`src/rtl/stall_gen_pkg.sv`:
```
package stall_gen_pkg;

    localparam int unsigned LFSR_W        = 32;
    localparam int unsigned RATE_W        = 2;
    localparam int unsigned MIN_ZERO_BITS = 3;
    localparam int unsigned TEST_W        = MIN_ZERO_BITS + (1 << RATE_W) - 1;

    // Galois feedback mask for x^32 + x^22 + x^2 + x + 1 (maximal length)
    localparam logic [LFSR_W-1:0] LFSR_TAPS     = 32'h8020_0003;
    localparam logic [LFSR_W-1:0] LFSR_FALLBACK = 32'h5EED_C0DE;

    // control word layout
    localparam int unsigned CTRL_EN_BIT  = 0;
    localparam int unsigned CTRL_SET_LSB = 1;
    localparam int unsigned CTRL_CLR_LSB = CTRL_SET_LSB + RATE_W;

    typedef enum logic {
        ADDR_CTRL = 1'b0,
        ADDR_SEED = 1'b1
    } wr_addr_e;

    typedef struct packed {
        logic              enable;
        logic [RATE_W-1:0] rate;
        logic [LFSR_W-1:0] seed;
        logic              load;
    } cfg_state_t;

endpackage

```
`src/rtl/stall_gen_regs.sv`:
```
module stall_gen_regs
    import stall_gen_pkg::*;
(
    input  logic              clk_i,
    input  logic              rst_ni,
    input  logic              soft_rst_i,
    input  logic              wr_en_i,
    input  logic              wr_addr_i,
    input  logic [LFSR_W-1:0] wr_data_i,
    output logic              enable_o,
    output logic [RATE_W-1:0] rate_o,
    output logic [LFSR_W-1:0] seed_o,
    output logic              load_o
);

    cfg_state_t st_d, st_q;

    always_comb begin
        st_d      = st_q;
        st_d.load = 1'b0;
        if (wr_en_i) begin
            if (wr_addr_i == ADDR_SEED) begin
                st_d.seed = wr_data_i;
                st_d.load = 1'b1;
            end else begin
                st_d.enable = wr_data_i[CTRL_EN_BIT];
                for (int i = 0; i < int'(RATE_W); i++) begin
                    if (wr_data_i[CTRL_CLR_LSB + i]) begin
                        st_d.rate[i] = 1'b0;
                    end else if (wr_data_i[CTRL_SET_LSB + i]) begin
                        st_d.rate[i] = 1'b1;
                    end
                end
            end
        end
        if (soft_rst_i) begin
            st_d      = '0;
            st_d.load = 1'b1;
        end
    end

    always_ff @(posedge clk_i or negedge rst_ni) begin
        if (!rst_ni) begin
            st_q <= '0;
        end else begin
            st_q <= st_d;
        end
    end

    assign enable_o = st_q.enable;
    assign rate_o   = st_q.rate;
    assign seed_o   = st_q.seed;
    assign load_o   = st_q.load;

endmodule

```
`src/rtl/stall_gen_lfsr.sv`:
```
module stall_gen_lfsr
    import stall_gen_pkg::*;
#(
    parameter int unsigned STEPS = 8
) (
    input  logic              clk_i,
    input  logic              rst_ni,
    input  logic              load_i,
    input  logic [LFSR_W-1:0] seed_i,
    input  logic              advance_i,
    output logic [LFSR_W-1:0] state_o
);

    logic [LFSR_W-1:0] lfsr_d, lfsr_q;
    logic [LFSR_W-1:0] stepped;

    always_comb begin
        stepped = lfsr_q;
        for (int s = 0; s < int'(STEPS); s++) begin
            stepped = stepped[0] ? ((stepped >> 1) ^ LFSR_TAPS) : (stepped >> 1);
        end

        lfsr_d = lfsr_q;
        if (load_i) begin
            lfsr_d = (seed_i == '0) ? LFSR_FALLBACK : seed_i;
        end else if (advance_i) begin
            lfsr_d = stepped;
        end
    end

    always_ff @(posedge clk_i or negedge rst_ni) begin
        if (!rst_ni) begin
            lfsr_q <= LFSR_FALLBACK;
        end else begin
            lfsr_q <= lfsr_d;
        end
    end

    assign state_o = lfsr_q;

endmodule

```
`src/rtl/stall_gen_pick.sv`:
```
module stall_gen_pick
    import stall_gen_pkg::*;
(
    input  logic              clk_i,
    input  logic              rst_ni,
    input  logic              soft_rst_i,
    input  logic              enable_i,
    input  logic [RATE_W-1:0] rate_i,
    input  logic [TEST_W-1:0] bits_i,
    input  logic              ext_stall_i,
    output logic              stall_o
);

    logic [TEST_W-1:0] mask;
    logic              hit;
    logic              stall_d, stall_q;

    always_comb begin
        for (int i = 0; i < int'(TEST_W); i++) begin
            mask[i] = (i < int'(MIN_ZERO_BITS) + int'(rate_i));
        end
        hit = ((bits_i & mask) == '0);

        if (soft_rst_i) begin
            stall_d = 1'b0;
        end else if (enable_i) begin
            stall_d = hit && !stall_q;
        end else begin
            stall_d = ext_stall_i;
        end
    end

    always_ff @(posedge clk_i or negedge rst_ni) begin
        if (!rst_ni) begin
            stall_q <= 1'b0;
        end else begin
            stall_q <= stall_d;
        end
    end

    assign stall_o = stall_q;

endmodule

```
`src/rtl/stall_gen_top.sv`:
```
module stall_gen_top
    import stall_gen_pkg::*;
#(
    parameter int unsigned STEPS_PER_CLK = 8
) (
    input  logic        clk_i,
    input  logic        rst_ni,
    input  logic        soft_rst_i,
    input  logic        wr_en_i,
    input  logic        wr_addr_i,
    input  logic [31:0] wr_data_i,
    input  logic        ext_stall_i,
    output logic        stall_o
);

    logic              cfg_en;
    logic [RATE_W-1:0] cfg_rate;
    logic [LFSR_W-1:0] cfg_seed;
    logic              seed_load;
    logic [LFSR_W-1:0] lfsr_state;

    stall_gen_regs u_regs (
        .clk_i      (clk_i),
        .rst_ni     (rst_ni),
        .soft_rst_i (soft_rst_i),
        .wr_en_i    (wr_en_i),
        .wr_addr_i  (wr_addr_i),
        .wr_data_i  (wr_data_i),
        .enable_o   (cfg_en),
        .rate_o     (cfg_rate),
        .seed_o     (cfg_seed),
        .load_o     (seed_load)
    );

    stall_gen_lfsr #(
        .STEPS (STEPS_PER_CLK)
    ) u_lfsr (
        .clk_i     (clk_i),
        .rst_ni    (rst_ni),
        .load_i    (seed_load),
        .seed_i    (cfg_seed),
        .advance_i (cfg_en),
        .state_o   (lfsr_state)
    );

    stall_gen_pick u_pick (
        .clk_i       (clk_i),
        .rst_ni      (rst_ni),
        .soft_rst_i  (soft_rst_i),
        .enable_i    (cfg_en),
        .rate_i      (cfg_rate),
        .bits_i      (lfsr_state[TEST_W-1:0]),
        .ext_stall_i (ext_stall_i),
        .stall_o     (stall_o)
    );

endmodule

```
`config.mk`:
```
export PLATFORM = sky130hd
export DESIGN_NAME = stall_gen_top
export DESIGN_NICKNAME = d
export VERILOG_FILES = /design/src/rtl/stall_gen_pkg.sv /design/src/rtl/stall_gen_regs.sv /design/src/rtl/stall_gen_lfsr.sv /design/src/rtl/stall_gen_pick.sv /design/src/rtl/stall_gen_top.sv
export SDC_FILE = /design/constraint.sdc
export NUM_CORES = 1
export LEC_CHECK = 0
export ABC_CLOCK_PERIOD_IN_PS = 2550
export BUFFER_PORTS_ARGS = -buffer_cell sky130_fd_sc_hd__buf_2
export CAP_MARGIN = 5
export CORE_ASPECT_RATIO = 1.5
export CORE_MARGIN = 2
export CORE_UTILIZATION = 56
export DETAILED_ROUTE_END_ITERATION = 10
export PLACE_DENSITY = 0.75
export SYNTH_ARGS = -nofsm -noshare
export SYNTH_HDL_FRONTEND = slang
export SYNTH_SLANG_ARGS = --single-unit
```
`constraint.sdc`:
```
create_clock -name clk_i -period 2.55 [get_ports clk_i]
set_input_delay 0.6375 -clock clk_i [delete_from_list [all_inputs] [get_ports clk_i]]
set_output_delay 0.6375 -clock clk_i [all_outputs]
set_load 0.02 [all_outputs]
```
# Yosys cells after proc, flatten, opt, wreduce, memory -nomap -nowiden
# Index checks and enable logic that the tools add are counted.
[word_totals]
regBits = 69
inputBits = 38
elab_cells = 58
[classes]
add_sub_neg = 1
order_cmp = 6
eq_ne = 1
muxes = 21
bitwise_logic = 9
reduce_logical = 13
[ops]
columns = ["cell", "n"]
rows = [
  ["two-way mux 32 bit", 11],
  ["two-way mux 36 bit", 2],
  ["less-than comparator 3 x 32 -> 1 bit, first input constant", 2],
  ["less-than comparator 4 x 32 -> 1 bit, first input constant", 2],
  ["two-way mux 33 bit", 1],
  ["zero test 32 bit", 1],
  ["less-than comparator 2 x 32 -> 1 bit, first input constant", 1],
  ["inverter 3 -> 4 bit", 8],
  ["bitwise AND 6 bit", 1],
  ["zero test 6 bit", 1],
  ["two-way mux 1 bit", 6],
  ["AND reduction 3 bit", 2],
  ["nonzero test 2 bit", 3],
  ["nonzero test 3 bit", 2],
  ["AND reduction 2 bit", 2],
  ["adder 2 x 2 -> 3 bit, first input constant", 1],
  ["less-than comparator 1 x 3 -> 1 bit, first input constant", 1],
  ["two-way mux 3 bit", 1],
  ["!= test 2 bit, second input constant", 1],
  ["logical AND 1 bit", 1],
  ["zero test 1 bit", 1],
]

# Logic depth before layout (Yosys ltp)
[logic_depth]
ltp_word = 18
ltp_mapped = 9
mapped_depth_nobuf = 7

# Modules after synthesis
# Synthesis repeated with hierarchy kept, for this count alone.
[hier_totals]
hier_cells = 370
area_unflattened_um2 = 3544.6
[modules_own_cells]
columns = ["mod", "instances", "cells_each", "area_each_um2", "seq_area_each_um2"]
rows = [
  ["stall_gen_lfsr", 1, 199, 1973.1, 824.5],
  ["stall_gen_regs", 1, 153, 1422.6, 900.9],
  ["stall_gen_pick", 1, 18, 148.9, 25.0],
]

# Worst setup path before layout
# OpenSTA, ideal clock, no wires.
[synth_timing]
path_kind = "flip-flop to flip-flop"
startpoint = "reg u_lfsr.lfsr_q[0] (netlist: u_lfsr.state_o[0])"
endpoint = "reg u_lfsr.lfsr_q[1] (netlist: u_lfsr.state_o[1])"
arrival_ps = 2085
slack_ps = 369
path_stages_with_launch = 10
path_buffers = 2
cell_sequence = "dfrtp_1 > buf_2 > inv_1 > ha_1 > buf_6 > xnor2_1 > nor2_1 > a211oi_1 > nor3b_1 > nor4_1"
[synth_via]
elab_chain_len = 13
word_cells_on_any_way = 16
[synth_lines]
columns = ["element", "line", "rtl"]
rows = [
  ["start, declared", "stall_gen_lfsr.sv:14", "logic [LFSR_W-1:0] lfsr_d, lfsr_q;"],
  ["start signal, assigned", "stall_gen_lfsr.sv:35", "lfsr_q <= lfsr_d;"],
  ["two-way mux 32 bit (*) (2 in series)", "stall_gen_lfsr.sv:20", "stepped = stepped[0] ? ((stepped >> 1) ^ LFSR_TAPS) : (stepped >> 1);"],
  ["inverter 3 -> 4 bit (no line) / two-way mux 32 bit (equally long branches)", "-", ""],
  ["two-way mux 32 bit (*) (2 in series)", "stall_gen_lfsr.sv:20", ""],
  ["inverter 3 -> 4 bit (no line) / two-way mux 32 bit (equally long branches)", "-", ""],
  ["two-way mux 32 bit (*) (2 in series)", "stall_gen_lfsr.sv:20", ""],
  ["inverter 3 -> 4 bit (no line) / two-way mux 32 bit (equally long branches)", "-", ""],
  ["two-way mux 32 bit (*) (2 in series)", "stall_gen_lfsr.sv:20", ""],
  ["two-way mux 32 bit (*)", "stall_gen_lfsr.sv:26", "end else if (advance_i) begin"],
  ["two-way mux 32 bit (*)", "stall_gen_lfsr.sv:24", "if (load_i) begin"],
]
# Every way passes the cells marked *; elsewhere a longest branch is shown, timed or not. The select of a mux whose other input is x is not followed.
# A chain may end at the register's enable or synchronous reset.

# Final worst setup path
[layout_timing]
startpoint = "reg u_lfsr.lfsr_q[1] (netlist: u_lfsr.state_o[1])"
endpoint = "reg u_lfsr.lfsr_q[1] (netlist: u_lfsr.state_o[1])"
[layout_via]
elab_chain_len = 14
word_cells_on_any_way = 16
[layout_lines]
columns = ["element", "line"]
rows = [
  ["inverter 3 -> 4 bit (no line)", "-"],
  ["two-way mux 32 bit (*) (2 in series)", "stall_gen_lfsr.sv:20"],
  ["inverter 3 -> 4 bit (no line)", "-"],
  ["two-way mux 32 bit (*) (2 in series)", "stall_gen_lfsr.sv:20"],
  ["inverter 3 -> 4 bit (no line)", "-"],
  ["two-way mux 32 bit (*) (2 in series)", "stall_gen_lfsr.sv:20"],
  ["inverter 3 -> 4 bit (no line)", "-"],
  ["two-way mux 32 bit (*) (2 in series)", "stall_gen_lfsr.sv:20"],
  ["two-way mux 32 bit (*)", "stall_gen_lfsr.sv:26"],
  ["two-way mux 32 bit (*)", "stall_gen_lfsr.sv:24"],
]
# Marked as above.

==> flow_metrics.tcl <==
set metrics [dict create \
    status "finished clean" \
    multi_input_area_mm2 0.00151 \
    slew_headroom 0.644 \
    async_flop_share 1.00 \
    synthCells 295 \
    cp_max_fo 8 \
    cts_setup_buffers 0 \
    h-tree-depth 3 \
    initial_core_util 0.582 \
    hp-class "input pin to async pin" \
    numPortBuffers 38 \
    synth_area_leaders "dfrtp_1 (37%), dfstp_2 (15%), a22o_1 (8.1%)" \
    die_y_um 98.9 \
    reg2reg_to "u_lfsr.state_o[1]" \
    stdcell_count 408 \
    skew_ps 6.17 \
    synth-edff-count 0 \
    p_int_w 0.00213 \
    die_w_um 67.3 \
    grt_pass1_vias 2428 \
    die_area_mm2 0.00666 \
    wl_per_cell_um 18.0 \
    drt_iter0_drc 159 \
    yosys-top-cells-count "dfrtp_1 (50), a22o_1 (31), dfstp_2 (19), a21oi_1 (16), nand2_1 (16)" \
    r2r_start "u_lfsr.state_o[1]" \
    drtPass1Iterations 4 \
    p_comb_frac 0.225 \
    core-area_mm2 0.00579 \
    end_kind "register" \
    clkSlewWorstSetupHoldPaths_ps 70 \
    ioPinCount 39 \
    cts.sinks 69 \
    dpl_cell_area_mm2 0.00363 \
    holdBufCountCts 0 \
    powerDensity_mw_per_mm2 772 \
    synth.largest_area_cell "dfrtp_1" \
    placedCellCount 392 \
    synth-xor-area-share 0.0792 \
    finalCriticalPeriod_ps 2290 \
    reg2regPathDepth 7 \
    slowest_delay_ps 530 \
    num_vias 2457 \
    synthFlopType "dfrtp_1" \
    finalNetCount 373 \
    viasPerCell 6.02 \
    wl_um 7350 \
    syn_nets 337 \
    final_area_mm2 0.00387 \
    syn_area_mm2 0.00336 \
    synth.most_common_cell "dfrtp_1" \
    cp_slowest_cell "dfstp_2" \
    route.detailed.drc 0 \
    fmax_mhz 436 \
    cp.required_ps 2810 \
    synth_top_area_frac 0.372 \
    synth_top_family_by_area "compound AO/OA/AOI/OAI gates" \
    pwr-share-clk 0.337 \
    place_hpwl_um 5220 \
    p_sw_w 0.000855 \
    antenna_found_initial 0 \
    ir_drop_mv 0.609 \
    root_buffer "clkbuf_8" \
    layout-drive-gt1-share 0.283 \
    synth_compound_area_frac 0.195 \
    cts_tree "built" \
    grt_max_degree 70 \
    fin_util 0.669 \
    clkLatencyLatePin_ps 350 \
    synthAdderAreaFrac 0.0149 \
    gp_congestion 0.987 \
    finalSetupTns_ps 0 \
    yosys.cell_types.count 34 \
    gr-total-overflow 0 \
    r2r_setup_slack_ps 260 \
    syn_avg_cell_area_um2 11.4 \
    postRouteAntennaNets 0 \
    syn_to_final_growth_pct 15.0 \
    fill_cells 470 \
    ys_seq_elements 69 \
    grt_usage 0.251 \
    grt_pass1_wl_um 12200 \
    numCtsBuffers 9 \
    clockBufferDepth 2 \
    final_hold_viol_count 0 \
    seqPwrFrac 0.438 \
    cap_violations 0 \
    worstSetupPathType "register to register" \
    worstSetupStartpointType "register" \
    synth_simple_gate_area_frac 0.0833 \
    p_sw_frac 0.286 \
    arrival_ps 2550 \
    postCtsResizedCells 0 \
    power_leakage_nw 1.70 \
    period_share 0.900 \
    setup_violations 0 \
    ys_seq_area_frac 0.520 \
    grt_setup_unrepaired "false" \
    muxShareOfSynthArea 0.0714 \
    final-seq-area_mm2 0.00175 \
    slew_viol_final 0 \
    crit_chain "inv_1 > ha_2 > xor2_4 > nor3_1 > a211oi_1 > nor3b_1 > nor4_1" \
    tightest_slew_ps 534 \
    synth_warnings 0 \
    fp-row-count 34 \
    n_antenna_cell 0 \
]
-- flip-flops by register name, indices dropped and copies added, names as in the netlist --
signal           cells
u_regs.load_o        1
u_pick.stall_o       1
u_regs.rate_o        2
u_regs.enable_o      1
u_lfsr.state_o      32
u_regs.seed_o       32
-- kinds of logic (layout without fill, tap and decap cells) --
family                     after synthesis  count (layout)
muxes                                   23              23
adders and majority gates                4               4
buffers and inverters                   27              68
xor gates and xnor gates                25              25
AOI/OAI and AO/OA                       90              90
and+or+nand+nor                         57              57
DFF                                     69              69
-- layout make-up --
| class | count | share of cell area |
|---|---|---|
| Sequential cell | 69 | 0.452 |
| Tap cell | 72 | 0.0233 |
| Multi-Input combinational cell | 199 | 0.390 |
| Clock buffer | 13 | 0.0411 |
| Clock inverter | 3 | 0.0175 |
| Inverter | 7 | 0.00679 |
| Timing Repair Buffer | 45 | 0.0692 |
-- power groups by stage --
stage | registers (W) | clock network (W) | logic, W
final | 0.00131 | 0.00101 | 0.000673
after global routing | 0.00132 | 0.00108 | 0.000738
after CTS | 0.00131 | 0.00102 | 0.000662
after detailed placement | 0.00133 | 0 | 0.000658
after global placement | 0.00132 | 0 | 0.000644
after floorplan | 0.00128 | 0 | 0.000520
-- per-layer routing --
layer / GRT usage / vias to the layer above / share of wire
met5: 0 / - / 0
met4: 0.126 / 0 / 0.032
met3: 0.0514 / 17 / 0.035
met2: 0.383 / 61 / 0.51
met1: 0.336 / 1213 / 0.42
li1: - / 1166 / -
-- metrics by stage --
step / setup WS [ps] / total power [W] / hold WS (ps)
after CTS: 145 / 0.00299 / 299
final: 256 / 0.00299 / 292
after floorplan: 369 / 0.00180 / 342
after global routing: 30.2 / 0.00313 / 312
after detailed placement: 151 / 0.00199 / 522
after global placement: 323 / 0.00197 / 510
-- worst max path at each step --
| stage | start | end | slack [ps] | cells after the start |
|---|---|---|---|---|
| 4_1_cts | u_lfsr.state_o[1] | u_lfsr.state_o[1] | 140 | 7 |
| 3_3_place_gp | u_lfsr.state_o[1] | u_lfsr.state_o[1] | 320 | 7 |
| 6_report | u_lfsr.state_o[1] | u_lfsr.state_o[1] | 260 | 7 |
| 3_5_place_dp | u_lfsr.state_o[1] | u_lfsr.state_o[1] | 150 | 7 |
| 2_1_floorplan | u_lfsr.state_o[0] | u_lfsr.state_o[1] | 370 | 9 |
| 5_1_grt | u_lfsr.state_o[1] | u_lfsr.state_o[1] | 30 | 7 |
-- placed cells by master (no fill, tap or decap), types with 3 or more instances in the layout --
| master | count |
|---|---|
| o22a_1 | 14 |
| xnor2_2 | 3 |
| buf_4 | 5 |
| nand2_1 | 16 |
| clkbuf_8 | 11 |
| a21oi_1 | 15 |
| dfrtp_1 | 50 |
| xor2_1 | 6 |
| mux2_2 | 8 |
| ha_1 | 3 |
| a211oi_1 | 5 |
| dfstp_2 | 19 |
| xnor2_1 | 14 |
| nand2b_1 | 3 |
| o22ai_1 | 5 |
| mux2i_1 | 15 |
| inv_1 | 7 |
| a22o_1 | 31 |
| buf_2 | 38 |
| nor4_1 | 12 |
| nor3_1 | 3 |
| o21ai_0 | 13 |
| nand4_1 | 3 |
| nor2_1 | 12 |
-- critical path, delay by kind of cell (launching register included) --
| kind | cells | cell delay [ps] |
|---|---|---|
| compound gates | 1 | 350 |
| buf+inv | 1 | 40 |
| simple gates | 3 | 500 |
| xor+xnor | 1 | 330 |
| fa+ha+maj | 1 | 450 |
| flops | 1 | 530 |
Note: power is estimated with default switching activity, not from simulation.
